File: src/rtl/xc_pkg.sv
package xc_pkg;
    localparam logic [1:0] K_RD = 2'd0;
    localparam logic [1:0] K_WR = 2'd1;
    localparam logic [1:0] K_FX = 2'd2;

    localparam logic [2:0] C_NONE = 3'd0;
    localparam logic [2:0] C_NP   = 3'd1;
    localparam logic [2:0] C_PRIV = 3'd2;
    localparam logic [2:0] C_WP   = 3'd3;
    localparam logic [2:0] C_NX   = 3'd4;
    localparam logic [2:0] C_RSV  = 3'd5;
    localparam logic [2:0] C_NR   = 3'd6;

    typedef struct packed {
        logic u;
        logic r;
        logic w;
        logic x;
        logic d;
    } perm_t;
endpackage

File: src/rtl/xc_lookup.sv
module xc_lookup #(
    parameter int ENTRIES = 8,
    parameter int VPN_W   = 20,
    parameter int IDX_W   = $clog2(ENTRIES)
) (
    input  logic                            clk,
    input  logic                            rst_n,
    input  logic [ENTRIES-1:0]              vld,
    input  logic [ENTRIES-1:0][VPN_W-1:0]   tag,
    input  logic [VPN_W-1:0]                key,
    output logic                            hit,
    output logic [IDX_W-1:0]                idx
);
    logic [ENTRIES-1:0] hv;

    for (genvar g = 0; g < ENTRIES; g++) begin : g_cmp
        assign hv[g] = vld[g] && (tag[g] == key);
    end

    always_comb begin
        idx = '0;
        for (int i = ENTRIES - 1; i >= 0; i--) begin
            if (hv[i]) idx = IDX_W'(i);
        end
    end

    assign hit = |hv;


    single_match_chk: assert property (@(posedge clk) disable iff (!rst_n) $onehot0(hv));
endmodule

File: src/rtl/xc_perm.sv
module xc_perm
    import xc_pkg::*;
(
    input  perm_t       perm,
    input  logic [1:0]  kind,
    input  logic        user,
    output logic [2:0]  cause
);
    always_comb begin
        if (user && !perm.u)              cause = C_PRIV;
        else if (kind == K_FX && !perm.x) cause = C_NX;
        else if (kind == K_WR && !perm.w) cause = C_WP;
        else if (kind != K_FX && kind != K_WR && !perm.r) cause = C_NR;
        else                              cause = C_NONE;
    end
endmodule

File: src/rtl/xlat_cache.sv
module xlat_cache
    import xc_pkg::*;
#(
    parameter int ENTRIES = 8,
    parameter int VPN_W   = 20,
    parameter int PFN_W   = 20,
    parameter int OFF_W   = 12
) (
    input  logic                    clk,
    input  logic                    rst_n,
    input  logic                    req_valid,
    input  logic [VPN_W-1:0]        req_vpn,
    input  logic [OFF_W-1:0]        req_off,
    input  logic [1:0]              req_kind,
    input  logic                    req_user,
    output logic                    resp_valid,
    output logic                    resp_fault,
    output logic [PFN_W+OFF_W-1:0]  resp_paddr,
    output logic [3:0]              resp_err,
    output logic [2:0]              resp_cause,
    output logic                    walk_req,
    output logic [VPN_W-1:0]        walk_vpn,
    input  logic                    walk_done,
    input  logic                    walk_fault,
    input  logic [2:0]              walk_cause,
    input  logic [PFN_W-1:0]        walk_pfn,
    input  logic [4:0]              walk_perm,
    input  logic                    inv_valid,
    input  logic [VPN_W-1:0]        inv_vpn,
    input  logic                    flush_all
);
    localparam int IDX_W = (ENTRIES > 1) ? $clog2(ENTRIES) : 1;

    typedef struct packed {
        logic                           busy;
        logic                           kill;
        logic                           reuse;
        logic [IDX_W-1:0]               reuse_idx;
        logic [IDX_W-1:0]               ptr;
        logic [VPN_W-1:0]               vpn;
        logic [ENTRIES-1:0]             vld;
        logic [ENTRIES-1:0][VPN_W-1:0]  tag;
        logic [ENTRIES-1:0][PFN_W-1:0]  pfn;
        perm_t [ENTRIES-1:0]            perm;
    } st_t;

    st_t st_q, st_d;

    logic             hit;
    logic [IDX_W-1:0] hidx;
    perm_t            hperm;
    logic [2:0]       hcause;

    xc_lookup #(.ENTRIES(ENTRIES), .VPN_W(VPN_W), .IDX_W(IDX_W)) lookup_i (
        .clk(clk), .rst_n(rst_n), .vld(st_q.vld), .tag(st_q.tag),
        .key(req_vpn), .hit(hit), .idx(hidx)
    );

    assign hperm = st_q.perm[hidx];

    xc_perm perm_i (.perm(hperm), .kind(req_kind), .user(req_user), .cause(hcause));

    logic             is_wr, is_fx, idle_req, hit_ok, w_fault, inv_walk;
    logic [2:0]       cause;
    logic [IDX_W-1:0] slot;
    perm_t            fperm;

    always_comb begin
        st_d     = st_q;
        is_wr    = (req_kind == K_WR);
        is_fx    = (req_kind == K_FX);
        idle_req = req_valid && !st_q.busy;
        inv_walk = inv_valid && (inv_vpn == st_q.vpn);
        hit_ok   = hit && ((hcause != C_NONE) || !(is_wr && !hperm.d));
        w_fault  = st_q.busy && walk_done && walk_fault;
        cause    = w_fault ? walk_cause : hcause;
        slot     = st_q.reuse ? st_q.reuse_idx : st_q.ptr;
        fperm    = perm_t'(walk_perm);
        fperm.d  = fperm.d | is_wr;

        resp_valid = (idle_req && hit_ok) || w_fault;
        resp_fault = resp_valid && (cause != C_NONE);
        resp_cause = resp_fault ? cause : C_NONE;
        resp_err   = resp_fault ? {is_fx, req_user, is_wr, cause != C_NP} : 4'b0;
        resp_paddr = {st_q.pfn[hidx], req_off};

        if (idle_req && !hit_ok) begin
            st_d.busy      = 1'b1;
            st_d.kill      = 1'b0;
            st_d.vpn       = req_vpn;
            st_d.reuse     = hit;
            st_d.reuse_idx = hidx;
        end

        if (flush_all) st_d.vld = '0;
        if (inv_valid) begin
            for (int i = 0; i < ENTRIES; i++) begin
                if (st_q.tag[i] == inv_vpn) st_d.vld[i] = 1'b0;
            end
        end
        if (st_q.busy && (flush_all || inv_walk)) st_d.kill = 1'b1;

        if (st_q.busy && walk_done) begin
            st_d.busy = 1'b0;
            if (!walk_fault && !st_q.kill && !flush_all && !inv_walk) begin
                st_d.vld[slot]  = 1'b1;
                st_d.tag[slot]  = st_q.vpn;
                st_d.pfn[slot]  = walk_pfn;
                st_d.perm[slot] = fperm;
                if (!st_q.reuse)
                    st_d.ptr = (st_q.ptr == IDX_W'(ENTRIES - 1)) ? '0 : st_q.ptr + 1'b1;
            end
        end
    end

    always_ff @(posedge clk) begin
        if (!rst_n) st_q <= '0;
        else        st_q <= st_d;
    end

    assign walk_req = st_q.busy;
    assign walk_vpn = st_q.vpn;


    walk_hold_chk: assert property (@(posedge clk) disable iff (!rst_n)
        walk_req && !walk_done |=> walk_req && $stable(walk_vpn));

    fault_has_cause_chk: assert property (@(posedge clk) disable iff (!rst_n)
        resp_fault |-> resp_valid && resp_cause != C_NONE);

    priv_first_chk: assert property (@(posedge clk) disable iff (!rst_n)
        resp_valid && !walk_req && req_user && !hperm.u |-> resp_cause == C_PRIV);

    flush_empties_chk: assert property (@(posedge clk) disable iff (!rst_n)
        flush_all |=> st_q.vld == '0);

    kill_no_fill_chk: assert property (@(posedge clk) disable iff (!rst_n)
        walk_req && walk_done && inv_valid && inv_vpn == walk_vpn
        |=> $countones(st_q.vld) <= $countones($past(st_q.vld)));

    reset_idle_chk: assert property (@(posedge clk) $fell(rst_n) |=> !walk_req);
endmodule

File: config.mk
export PLATFORM = sky130hd
export DESIGN_NAME = xlat_cache
export DESIGN_NICKNAME = d
export VERILOG_FILES = /design/src/rtl/xc_pkg.sv /design/src/rtl/xc_lookup.sv /design/src/rtl/xc_perm.sv /design/src/rtl/xlat_cache.sv
export SDC_FILE = /design/constraint.sdc
export NUM_CORES = 1
export LEC_CHECK = 0
export BUFFER_PORTS_ARGS = -buffer_cell sky130_fd_sc_hd__buf_4
export CAP_MARGIN = 20
export CORE_MARGIN = 2
export CORE_UTILIZATION = 40
export CTS_BUF_LIST = sky130_fd_sc_hd__clkbuf_4 sky130_fd_sc_hd__clkbuf_8
export DETAILED_ROUTE_END_ITERATION = 12
export SETUP_SLACK_MARGIN = 0.15
export SLEW_MARGIN = 20
export SYNTH_ARGS = -nofsm -noshare
export SYNTH_HDL_FRONTEND = slang
export SYNTH_SLANG_ARGS = --single-unit
export TNS_END_PERCENT = 5
File: constraint.sdc
create_clock -name clk -period 5 [get_ports clk]
set_input_delay 0.75 -clock clk [delete_from_list [all_inputs] [get_ports clk]]
set_output_delay 0.75 -clock clk [all_outputs]
set_load 0.05 [all_outputs]
==> results by stage, run 1 <==
Hold path:
- The class of the most critical hold timing path is in2reg.

Finish:
- The filler cells instantiated in the layout total 5246.
- The number of diodes added for antenna fixing is 0.
- The count of non-filler cells in the finished layout is 3650.
- In the final layout, the share of cells above drive strength 1 is between 20% and 30%.
- The signed area change from the synthesized netlist to the final layout is 19.9%.
- The finished cells cover 26200 um^2.
- At the end of the flow the core is filled with cells to 48.6%.
- In the final design database the tool counted 2993 nets.

Clock network:
- In this run, CTS created clock tree buffers numbering 74.
- The clock tree buffer depth is 3.
- TritonCTS built the clock tree.
- The clock input transition at the sequential cells of the worst setup and hold paths is 60 ps.
- The number of clock sinks is 397.
- At the later pin of the worst-skew pair, clock insertion delay measures 690 ps.
- The root buffer selected by CTS is sky130_fd_sc_hd__clkbuf_8.
- The H-tree was split into 3 levels.

Timing:
- The worst pin sits at a relative slew slack of 26.8%.
- After layout, the worst setup slack is -61.9 ps.
- The setup violation total in the final timing report is 3.
- The final period demand of the worst path is between 5000 and 6000 ps.
- The total count of hold-check failures in the final report was 0.
- The share of the clock period used by the worst path is 101%.
- The number of pins exceeding their max-slew limit in the final report is 0.
- The post-route clock skew is a little under 40 ps.
- For the pin with the worst max-slew slack, the measured transition is 1100 ps.
- The highest achievable clock rate is about 200 MHz.
- The worst-case hold slack is 359 ps.
- Setup repair after global routing could not meet its margin everywhere.

GRT:
- The first global-routing pass estimated between 100000 and 150000 um of wire.
- Entering global routing, the biggest net connects 165 pins.
- Global routing finished with a remaining overflow of 0.
- The number of antenna violations at the first check in global routing is 2.
- Across every metal layer, demand over resource in global routing totals 31.1%.
- The via count of the first global-routing pass is 20.5k.

Route:
- The highest metal layer carrying signal wires in the routed design is met4.
- The routed length per instance is 24.5 um.
- The first-iteration detailed-routing DRC count is 2069.
- The detailed router put a total of 36200 um of wire on met1.
- The number of nets with antenna violations after routing is 0.
- Using the TritonRoute via totals, the vias-per-cell ratio works out to 5.75.
- The routed length on met3 is 6340 um.
- The number of search-and-repair iterations in the first detailed-routing pass is 5.
- The final routed DRC violation total is 0.
- The routed design has 89400 um of wire.
- The routed design uses 42000 um of met2 wire.
- The detailed router placed around 21k vias in this run.

Pwr:
- The part of the total power dissipated in combinational logic is 11.5%.
- The worst ir drop on vdd is 259 uV.
- The switching portion of total power is 28.0%.
- Summed over all nets, the switching power comes to 2.10 mW.
- The clock network fraction of design power is 46.0%.
- The internal power summed over all cells is 5.40 mW.
- The static power due to leakage is 9.15 nW.
- The total power divided by cell area is 286 nW/um^2.
- Sequential cells account for 42.6% of the total power.

Place:
- Including well taps, the total number of placed cells is 3512.
- The total half-perimeter wirelength after legalization and detailed placement is 59200 um.
- During placement, the flow inserted port buffers numbering about 130.
- Summing all placed instances gives a cell area of 23900 um^2.
- Routability-driven placement finished with a final weighted congestion of 0.955.

Critical path:
- At the worst endpoint, the arrival time is 4310 ps.
- The setup path with the least slack is of type in2out.
- Of all nets on the critical path, the largest fanout is 8.
- STA classifies the critical path endpoint as an output pin.
- The element type at the critical path start is an input pin.
- The data required time at the worst endpoint is 4250 ps.

Floorplanning:
- The site row count is 85.
- The die covers 56500 um^2.
- The die is between 200 and 250 um tall.
- In this run the count of I/O pins placed on the die edge is about 150.
- The x dimension of the die is around 240 um.
- The total area inside the core boundary comes to 53900 um^2.
- Once the floorplan was initialized, standard cells occupied 40.5% of the core.

Logic synthesis:
- The area of the mapped netlist is 21900 um^2.
- The instance count of the mapped netlist is 2799.
- By area the synthesized netlist is led by sky130_fd_sc_hd__dfxtp_1 36%, sky130_fd_sc_hd__nand2_1 14%, sky130_fd_sc_hd__xnor2_1 11%.
- The count of flip-flops with a built-in enable after synthesis is 0.
- The total of flip-flops plus latches after synthesis is about 400.
- The area share of the largest cell type after synthesis is 36.4%.
- By instance count, the leading cell after synthesis is sky130_fd_sc_hd__nand2_1.
- In the synthesized netlist the dominant register cell turns out to be sky130_fd_sc_hd__dfxtp_1.
- The share of the yosys chip area belonging to registers is 36.4%.
- The post-synthesis net count is 2893.
- The top cell type by total area after synthesis is sky130_fd_sc_hd__dfxtp_1.
- During synthesis, Yosys emitted a total of 0 warnings.
- The mean post-synth cell area is 7.81 um^2.
- After synthesis, the netlist uses 74 different library cells.
- Ranked by instance count, the synthesized netlist is headed by 804 x sky130_fd_sc_hd__nand2_1, 397 x sky130_fd_sc_hd__dfxtp_1, 386 x sky130_fd_sc_hd__a21oi_1, 270 x sky130_fd_sc_hd__xnor2_1, 177 x sky130_fd_sc_hd__clkbuf_1.
- Counting flops with an async set or reset pin after synthesis yields a share of 0%.

Flow run:
- The tool flagged a number of max-cap violations equal to 0.

Run status:
- The run finished, with violations left.
- The checks that failed: negative setup slack.
[critical path: stages]
cell and delay (ps):
sky130_fd_sc_hd__buf_4 140, sky130_fd_sc_hd__buf_12 160, sky130_fd_sc_hd__xnor2_2 240, sky130_fd_sc_hd__nand4_1 130, sky130_fd_sc_hd__or4_4 570, sky130_fd_sc_hd__nor2_1 350, sky130_fd_sc_hd__a2111oi_4 80, sky130_fd_sc_hd__buf_4 150
sky130_fd_sc_hd__or2_4 270, sky130_fd_sc_hd__a211o_1 300, sky130_fd_sc_hd__a221o_1 360, sky130_fd_sc_hd__a21boi_2 180, sky130_fd_sc_hd__o211a_1 250, sky130_fd_sc_hd__a21oi_1 150, sky130_fd_sc_hd__buf_4 220
[path summary, 6_finish.rpt]
| kind | to | from | slack, ps | depth (start not counted) |
|---|---|---|---|---|
| max | resp_cause[1] | req_vpn[1] | -60 | 15 |
| min reg2reg | flip-flop | flip-flop | 450 | 2 |
| max reg2reg | walk_vpn[0] | flip-flop | 1110 | 14 |
| min | flip-flop | walk_pfn[0] | 360 | 3 |
[metrics by stage]
stage	TNS (ps)	setup WS, ps	total power [mW]
4_1_cts	0	70.9	7.52
6_report	-118	-61.9	7.50
5_1_grt	-908	-166	7.71
3_5_place_dp	-7170	-657	4.07
2_1_floorplan	-3210	-160	3.78
3_3_place_gp	-6450	-558	4.07
[power groups by stage]
stage	registers (mW)	clock network [mW]	logic [mW]
2_1_floorplan	3.26	0	0.516
3_3_place_gp	3.26	0	0.806
3_5_place_dp	3.26	0	0.810
4_1_cts	3.19	3.50	0.832
5_1_grt	3.19	3.64	0.883
6_report	3.19	3.45	0.859
[cells by family (layout without fill, tap and decap cells)]
| logic type | after synthesis | count (layout) | share of synthesized area [%] |
|---|---|---|---|
| buffers and inverters | 293 | 448 | 6.54 |
| AO/OA/AOI/OAI | 557 | 557 | 16.2 |
| XOR/XNOR | 340 | 340 | 13.9 |
| flip-flops | 397 | 397 | 36.4 |
| AND/OR/NAND/NOR | 1118 | 1118 | 22.4 |
| adder cells (fa/ha/maj) | 4 | 4 | 0.229 |
| multiplexers | 90 | 90 | 4.36 |
[per-layer routing]
metal	vias up	track usage [%]
met5	-	0
met2	949	51.7
li1	9635	-
met4	0	15.3
met1	10181	39.0
met3	237	5.17
[timing repair]
| item | 4_1_cts | 5_1_grt |
|---|---|---|
| buffers inserted | 5 | 2 |
| pin swaps | 25 | 14 |
| endpoints found under the setup margin | 29 | 29 |
| gates resized for setup | 102 | 38 |
| cloned | 0 | 0 |
| hold buffers | 0 | 0 |
[area by class of cell]
| class | instances | area (um^2) | share of cell area (%) |
|---|---|---|---|
| multi-input cells | 2109 | 13100 | 50.1 |
| flip-flops and latches | 397 | 8010 | 30.6 |
| repair buffers | 303 | 2530 | 9.66 |
| clock buffers | 107 | 1350 | 5.17 |
| well taps | 696 | 871 | 3.32 |
| clock inverters | 24 | 256 | 0.979 |
| inverters | 14 | 60.1 | 0.229 |
[layout by cell type (no fill, tap or decap), types with 7 or more instances in the layout]
| cell | synthesis | final |
|---|---|---|
| sky130_fd_sc_hd__nand2_1 | 804 | 795 |
| sky130_fd_sc_hd__a21oi_1 | 386 | 385 |
| sky130_fd_sc_hd__dfxtp_1 | 397 | 356 |
| sky130_fd_sc_hd__buf_4 | 62 | 281 |
| sky130_fd_sc_hd__xnor2_1 | 270 | 226 |
| sky130_fd_sc_hd__nand4_1 | 113 | 113 |
| sky130_fd_sc_hd__clkbuf_8 | 0 | 88 |
| sky130_fd_sc_hd__xor2_1 | 62 | 62 |
| sky130_fd_sc_hd__xnor2_2 | 8 | 48 |
| sky130_fd_sc_hd__mux2i_1 | 48 | 48 |
| sky130_fd_sc_hd__o21ai_0 | 49 | 44 |
| sky130_fd_sc_hd__nor2_1 | 43 | 42 |
| sky130_fd_sc_hd__mux2_2 | 42 | 42 |
| sky130_fd_sc_hd__dfxtp_2 | 0 | 37 |
| sky130_fd_sc_hd__nand3_1 | 30 | 30 |
| sky130_fd_sc_hd__o211ai_1 | 26 | 26 |
| sky130_fd_sc_hd__nor4_1 | 34 | 25 |
| sky130_fd_sc_hd__and3_1 | 29 | 25 |
| sky130_fd_sc_hd__o311ai_4 | 19 | 19 |
| sky130_fd_sc_hd__clkbuf_4 | 0 | 19 |
| sky130_fd_sc_hd__buf_12 | 0 | 18 |
| sky130_fd_sc_hd__a211oi_1 | 18 | 16 |
| sky130_fd_sc_hd__inv_1 | 14 | 13 |
| sky130_fd_sc_hd__clkinv_2 | 0 | 11 |
| sky130_fd_sc_hd__nand2_2 | 0 | 9 |
| sky130_fd_sc_hd__nand3b_1 | 9 | 9 |
| sky130_fd_sc_hd__o21ai_1 | 5 | 7 |
Power figures use the tool's default switching activity.
==> run 2, diff against run 1 <==
Settings changed: CORE_UTILIZATION 40 to 37.
==> results by stage, run 2 (synthesis results as in run 1) <==
Run status:
- The flow ran to the end, but the final reports show violations.
- The checks that failed: negative setup slack.

Timing:
- The setup violation total in the final timing report is 1 (-2).
- The pin slew with the least headroom to its limit is 784 ps (-314 ps).
- The post-route clock skew is 39.0 ps (+0.0646 ps).
- Setup repair after global routing could not meet its margin everywhere.
- The share of the clock period used by the worst path is 100% (-1.1 points).
- The worst-case hold slack is 344 ps (-15.0 ps).
- The max-slew headroom at the worst pin came to 47.7% (+21 points).
- The accumulated negative setup slack is -9.11 ps (+108 ps).
- The total count of hold-check failures in the final report came to 0 (unchanged).
- The final period demand of the worst path came to 5010 ps (-52.8 ps).
- The setup slack after layout is -9.11 ps (+52.8 ps).
- The highest achievable clock rate is 200 MHz (+1.1%).
- The number of pins exceeding their max-slew limit in the final report is 0 (unchanged).

Critical path:
- The critical path is of the in2out type.
- Traced cell by cell, the critical path runs through buf_4 -> buf_4 -> xor2_1 -> nor4_1 -> nand4_1 -> or2_2 -> and2_1 -> a21o_4 -> buf_4 -> buf_16 -> buf_12 -> mux2i_1 -> nand2_1 -> o21ai_0 -> o21ai_0 -> buf_4.
- The largest incremental delay on the critical path is 450 ps (-120 ps).
- The depth of the most critical reg-to-reg path is 14 (unchanged).
- The critical path data arrival time is 4260 ps (-50 ps).
- The buffering stage count on the worst path with inverters included came to 6 (+2).
- The element type at the critical path start is an input pin.
- The largest fanout of any net on the critical path was 30 (+22).
- The most critical setup path has its startpoint at req_vpn[19].
- By instance count, the cell type seen most on the critical path is sky130_fd_sc_hd__buf_4.
- The family with the most delay on the worst path is simple AND/OR/NAND/NOR gates.
- The most critical setup path has its endpoint at resp_paddr[23].
- The reg-to-reg endpoint is walk_vpn[12].
- The cell at the slowest stage of the critical path is sky130_fd_sc_hd__nor4_1.
- The type of element capturing the critical path is an output pin.
- The reg-to-reg setup timing slack came to 1050 ps (-60 ps).
- The data required time at the worst endpoint came to 4250 ps (about the same).
- The total number of cells along the worst setup path is 16 (+1).

Flow run:
- The count of maximum capacitance violations is 0 (unchanged).

Finish:
- The cell area after layout was 26500 um^2 (+1.0%).
- The filler cell count is 5788 (+10%).
- The count of non-filler cells in the finished layout is 3759 (+3.0%).
- The final-stage net count is 3028 (+1.2%).
- The area growth from synthesis to layout is 21.1%.
- The sequential cell area is 8000 um^2 (-0.17%).
- In the layout the commonest cells are 795 x sky130_fd_sc_hd__nand2_1, 384 x sky130_fd_sc_hd__a21oi_1, 363 x sky130_fd_sc_hd__dfxtp_1.
- The fraction of layout instances using a drive strength above 1 was 22.5% (+0.28 points).
- Leaving out fill and tap cells, the most frequent cell in the layout is sky130_fd_sc_hd__nand2_1.
- The combined area of the multi-input logic cells is 13000 um^2 (-0.84%).

Place:
- The placed cell count was 3622 (+3.1%).
- The post-place instance area is 24300 um^2 (+1.7%).
- The total half-perimeter wirelength after legalization and detailed placement is 58900 um (-0.37%).
- The routability-driven placement congestion ratio is 0.975 (+2.1%).
- The port buffer count is 127 (unchanged).

GRT:
- The global-route wire length before repair is 132000 um (+0.20%).
- The via count of the first global-routing pass is 20.7k (+1.1%).
- The sum of overflow across all layers after global routing is 0 (unchanged).
- The global routing usage on met1 is 36.1% (-2.9 points).
- The pin count of the biggest net entering global routing is 180 (+9.1%).
- The global-route track usage on met3 was 5.35% (+0.18 points).
- After global routing, the most crowded layer is met2.
- The number of antenna violations at the first check in global routing is 1 (-1).
- The total global-route track usage is 29.2% (-1.9 points).
- The fraction of met2 tracks used by global routing was 48.1% (-3.6 points).

Hold path:
- The instance count along the most critical hold path is 3 (unchanged).
- The tightest min-delay check is of the in2reg type.

Route:
- The routed length per instance came to 24.1 um (-1.5%).
- The final routed DRC violation total is 0 (unchanged).
- The total routed wirelength is 90600 um (+1.4%).
- The total number of vias is 21.1k (+0.45%).
- The via density per instance is 5.61 (-2.5%).
- The number of nets with antenna violations after routing is 0 (unchanged).
- The first-iteration detailed-routing DRC count is 2043 (-1.3%).
- The number of search-and-repair iterations in the first detailed-routing pass is 6 (+1).

Floorplanning:
- The die area is 61000 um^2 (+8.0%).
- The x dimension of the die is 247 um (+3.9%).
- The site row count is 89 (+4.7%).
- The starting utilization of the core area is 37.2% (-3.3 points).
- The total core area was 58700 um^2 (+8.8%).
- The count of pins on the block boundary is 152 (unchanged).
- The chip height was 247 um (+3.9%).

Clock network:
- The count of H-tree levels built during CTS was 3 (unchanged).
- The number of clock sinks was 397 (unchanged).
- TritonCTS built the clock tree.
- The cell sitting at the root of the clock tree is a sky130_fd_sc_hd__clkbuf_8.
- The clock tree buffer depth is 3 (unchanged).
- The number of buffers created by CTS came to 73 (-1.4%).
- The number of buffers inserted by hold repair at cts is 0 (unchanged).
- The clock latency at the later pin of the worst-skew pair was 700 ps (about the same).
- The clock input transition at the sequential cells of the worst setup and hold paths is 60 ps (about the same).

Pwr:
- The static power due to leakage is 9.22 nW (+0.77%).
- The total power divided by cell area is 280 nW/um^2 (-2.3%).
- The worst ir drop on vdd is 229 uV (-11%).
==> run 2: worst register-to-register path: cells and delay by family, from the launching register on <==
family,cells,cell delay [ps]
compound gates,4,1020
xor+xnor,1,200
buf+inv,3,590
flops,1,370
mux,1,180
simple gates,5,1510
==> run 2: routing by layer <==
layer  wire length [um]  vias up
met1              35800    10084
met3               7590      292
met5                  0        -
met4               4900        0
li1                   -     9712
met2              42300     1008
==> run 2: how the worst min path moves through the flow <==
| stage | startpoint | end | slack [ps] |
|---|---|---|---|
| finish | walk_pfn[9] | flip-flop | 340 |
| CTS | walk_pfn[9] | flip-flop | 310 |
| detailed placement | flip-flop | flip-flop | 440 |
| floorplan | flip-flop | flip-flop | 430 |
| global placement | flip-flop | flip-flop | 440 |
| global route | walk_pfn[9] | flip-flop | 330 |
==> run 2: timing repair <==
item                       in CTS  in global routing
setup endpoints to repair      29                 29
hold endpoints to repair        0                  0
resized for setup              59                 69
pin swaps                      15                 27
buffers inserted                3                  6
==> run 2: layout make-up <==
type | count | share of cell area [%]
Multi-Input combinational cell | 2109 | 49.1
Sequential cell | 397 | 30.2
Timing Repair Buffer | 339 | 11.0
Clock buffer | 115 | 5.29
Tap cell | 773 | 3.65
Clock inverter | 10 | 0.506
Inverter | 14 | 0.227
Antenna cell | 2 | 0.0189
==> run 2: through the flow <==
step / total power, mW / setup WS (ps) / utilization [%]
global route: 7.61 / -84.5 / 45.1
finish: 7.40 / -9.11 / 45.1
detailed placement: 4.09 / -257 / 41.4
floorplan: 3.78 / -160 / -
global placement: 4.09 / -281 / 41.4
CTS: 7.41 / 9.96 / 44.4
==> run 2: report_power, final <==
group	internal (mW)	switching, mW
registers	3.18	0.0155
clock network	1.85	1.49
logic	0.301	0.570
==> run 3, diff against run 2 <==
Settings changed: ABC_CLOCK_PERIOD_IN_PS set to 5000, CORE_ASPECT_RATIO set to 1.25.
==> results by stage, run 3 (synthesis results as in run 1) <==
Run status:
- The flow ran to the end, and the final reports show no timing, DRC or antenna violations.

Finish:
- The signed area change from the synthesized netlist to the final layout is 20.8%.
- The cell area after layout was 26400 um^2 (-0.26%).
- The final-stage net count came to 3020 (-0.26%).
- The library cells used most frequently in the layout, excluding fill and tap cells, are 795 x sky130_fd_sc_hd__nand2_1, 384 x sky130_fd_sc_hd__a21oi_1, 351 x sky130_fd_sc_hd__dfxtp_1.
- Leaving out fill and tap cells, the most frequent cell in the layout is sky130_fd_sc_hd__nand2_1.
- The fraction of layout instances using a drive strength above 1 was 22.7% (+0.23 points).
- The filler cell count is 5795 (+0.12%).

Floorplanning:
- The starting utilization of the core area is 37.5% (+0.22 points).
- The count of pins on the block boundary is 152 (unchanged).
- The site row count is 99 (+11%).
- The chip height was 276 um (+12%).
- The die area is 61000 um^2 (about the same).
- The total core area is 58300 um^2 (-0.58%).
- The x dimension of the die came to 221 um (-10%).

Pwr:
- The switching portion of total power is 27.1% (-0.95 points).
- The internal power summed over all cells is 5.33 mW (about the same).
- The static power due to leakage is 9.17 nW (-0.53%).
- The part of the total power dissipated in combinational logic is 11.9% (about the same).
- The clock network fraction of design power came to 44.5% (-0.6 points).
- The worst ir drop on vdd is 237 uV (+3.3%).
- The reported net switching power is 1.98 mW (-4.7%).
- The total power divided by cell area is 277 nW/um^2 (-1.1%).
- The sequential cell fraction of total power is 43.7% (+0.5 points).

Critical path:
- The reg-to-reg setup timing slack is 1120 ps (+70 ps).
- The data required time at the worst endpoint is 4250 ps (about the same).
- The type of element capturing the critical path is an output pin.
- The largest fanout of any net on the critical path was 4 (-87%).
- The depth of the most critical reg-to-reg path is 14 (unchanged).
- STA classifies the critical path startpoint as a flip-flop.
- The critical path data arrival time is 4200 ps (-60 ps).
- The category of the most critical setup path is reg2out.
- The reg-to-reg endpoint is walk_vpn[19].

Place:
- The post-place instance area is 24200 um^2 (-0.19%).
- The port buffer count is 127 (unchanged).
- The routability-driven placement congestion ratio was 1.02 (+4.7%).
- The total half-perimeter wirelength after legalization and detailed placement is 61700 um (+4.7%).

Route:
- The total routed wirelength is 91700 um (+1.2%).
- The total number of vias is 21.2k (+0.56%).
- The number of search-and-repair iterations in the first detailed-routing pass came to 6 (unchanged).
- The number of nets with antenna violations after routing is 0 (unchanged).
- The first-iteration detailed-routing DRC count is 1950 (-4.6%).
- The via density per instance was 5.69 (+1.3%).
- The final routed DRC violation total is 0 (unchanged).
- The routed length per instance is 24.6 um (+2.0%).

Timing:
- The highest achievable clock rate is 202 MHz (+1.2%).
- The total count of hold-check failures in the final report is 0 (unchanged).
- The number of pins exceeding their max-slew limit in the final report is 0 (unchanged).
- The pin slew with the least headroom to its limit is 972 ps (+188 ps).
- The final period demand of the worst path was 4950 ps (-59.6 ps).
- The share of the clock period used by the worst path came to 99.0% (-1.2 points).
- The max-slew headroom at the worst pin is 35.2% (-13 points).
- The post-route clock skew is 39.0 ps (+0.0563 ps).
- The accumulated negative setup slack is 0 ps (+9.11 ps).
- Setup repair after global routing could not meet its margin everywhere.
- The setup violation total in the final timing report is 0 (-1).

GRT:
- The pin count of the biggest net entering global routing came to 145 (-19%).
- met2 is the most crowded layer.
- The fraction of met2 tracks used by global routing came to 51.4% (+3.2 points).
- The global-route wire length before repair is 134000 um (+2.2%).
- The via count of the first global-routing pass is 21.1k (+2.1%).
- The global-route track usage on met3 is 5.61% (+0.26 points).
- The global routing usage on met1 is 31.8% (-4.3 points).
- The number of antenna violations at the first check in global routing came to 3 (+2).
- The sum of overflow across all layers after global routing is 0 (unchanged).
- The total global-route track usage came to 29.3% (+0.16 points).

Clock network:
- The clock tree buffer depth is 3 (unchanged).
- The clock input transition at the sequential cells of the worst setup and hold paths is 60 ps (about the same).
- The number of buffers created by CTS is 73 (unchanged).
- The root buffer selected by CTS is sky130_fd_sc_hd__clkbuf_8.
- The number of buffers inserted by hold repair at cts is 0 (unchanged).
- The clock latency at the later pin of the worst-skew pair is 650 ps (-50 ps).
- TritonCTS built the clock tree.
- The number of clock sinks is 397 (unchanged).
- The count of H-tree levels built during CTS is 3 (unchanged).

Hold path:
- The class of the most critical hold timing path is in2reg.
- The instance count along the most critical hold path is 3 (unchanged).
- The worst hold path begins at walk_pfn[16].

Flow run:
- The count of maximum capacitance violations is 0 (unchanged).
## run 3: changes by cell type in the layout (fill, tap and decap cells not counted), sizes merged
cell and delta:
buf -9, bufbuf +1, bufinv +1, clkbuf -6
clkinv +3, clkinvlp +1, inv -4
## run 3: worst max path at each step
stage	start	endpoint	slack, ps	cells after the start
after floorplan	req_vpn[0]	resp_paddr[13]	-160	14
after global placement	req_vpn[18]	resp_cause[2]	-760	20
after detailed placement	req_vpn[18]	resp_cause[1]	-650	20
after CTS	flip-flop	resp_cause[2]	70	15
after global routing	flip-flop	resp_cause[2]	-100	16
final	flip-flop	resp_cause[2]	50	15
## run 3: layout make-up
cell class	count	area, um^2	share of cell area (%)
multi-input cells	2109	13000	49.3
flip-flops and latches	397	8030	30.4
repair buffers	331	2860	10.8
clock buffers	109	1380	5.23
well taps	757	947	3.59
clock inverters	11	111	0.422
inverters	14	60.1	0.227
diodes	2	5.00	0.0190
## run 3: layer usage
metal	share of wire [%]	vias up	wire [um]
li1	-	9686	-
met1	36	10109	33000
met2	49	1067	44900
met3	7.4	352	6790
met4	7.7	0	7030
met5	0	-	0
## run 3: what timing repair did
| action | CTS | global route |
|---|---|---|
| pin swaps | 36 | 10 |
| resized for setup | 123 | 40 |
| setup endpoints to repair | 29 | 28 |
| gates cloned | 1 | 0 |
| setup buffers | 4 | 2 |
| endpoints found under the hold margin | 0 | 0 |
## run 3: per-stage QoR
step           hold slack (ps)  util (%)  instances  total power, mW  setup slack, ps
2_1_floorplan              432         -       2799             3.78             -160
3_3_place_gp               438      41.5       3601             4.08             -760
3_5_place_dp               444      41.5       3601             4.08             -649
4_1_cts                    348      45.0       3726             7.33             65.9
5_1_grt                    393      45.3       3730             7.52            -95.8
6_report                   394      45.3       3730             7.30             50.5
## run 3: power groups by stage
stage	Sequential, mW	Clock [mW]	Combinational [mW]
floorplan	3.26	0	0.516
global placement	3.26	0	0.817
detailed placement	3.26	0	0.821
CTS	3.19	3.30	0.838
global route	3.19	3.44	0.891
finish	3.19	3.25	0.866
## run 3: critical path, stage by stage, from the launching register on
cell	delay [ps]
sky130_fd_sc_hd__dfxtp_4	420
sky130_fd_sc_hd__xnor2_4	140
sky130_fd_sc_hd__nand4_1	100
sky130_fd_sc_hd__or4_4	610
sky130_fd_sc_hd__a211oi_2	220
sky130_fd_sc_hd__buf_4	140
sky130_fd_sc_hd__o2111ai_2	110
sky130_fd_sc_hd__buf_4	170
sky130_fd_sc_hd__and3_1	180
sky130_fd_sc_hd__a211o_1	260
sky130_fd_sc_hd__a221o_1	380
sky130_fd_sc_hd__a21bo_4	240
sky130_fd_sc_hd__o31ai_2	60
sky130_fd_sc_hd__buf_4	160
sky130_fd_sc_hd__a22oi_2	180
sky130_fd_sc_hd__buf_6	180
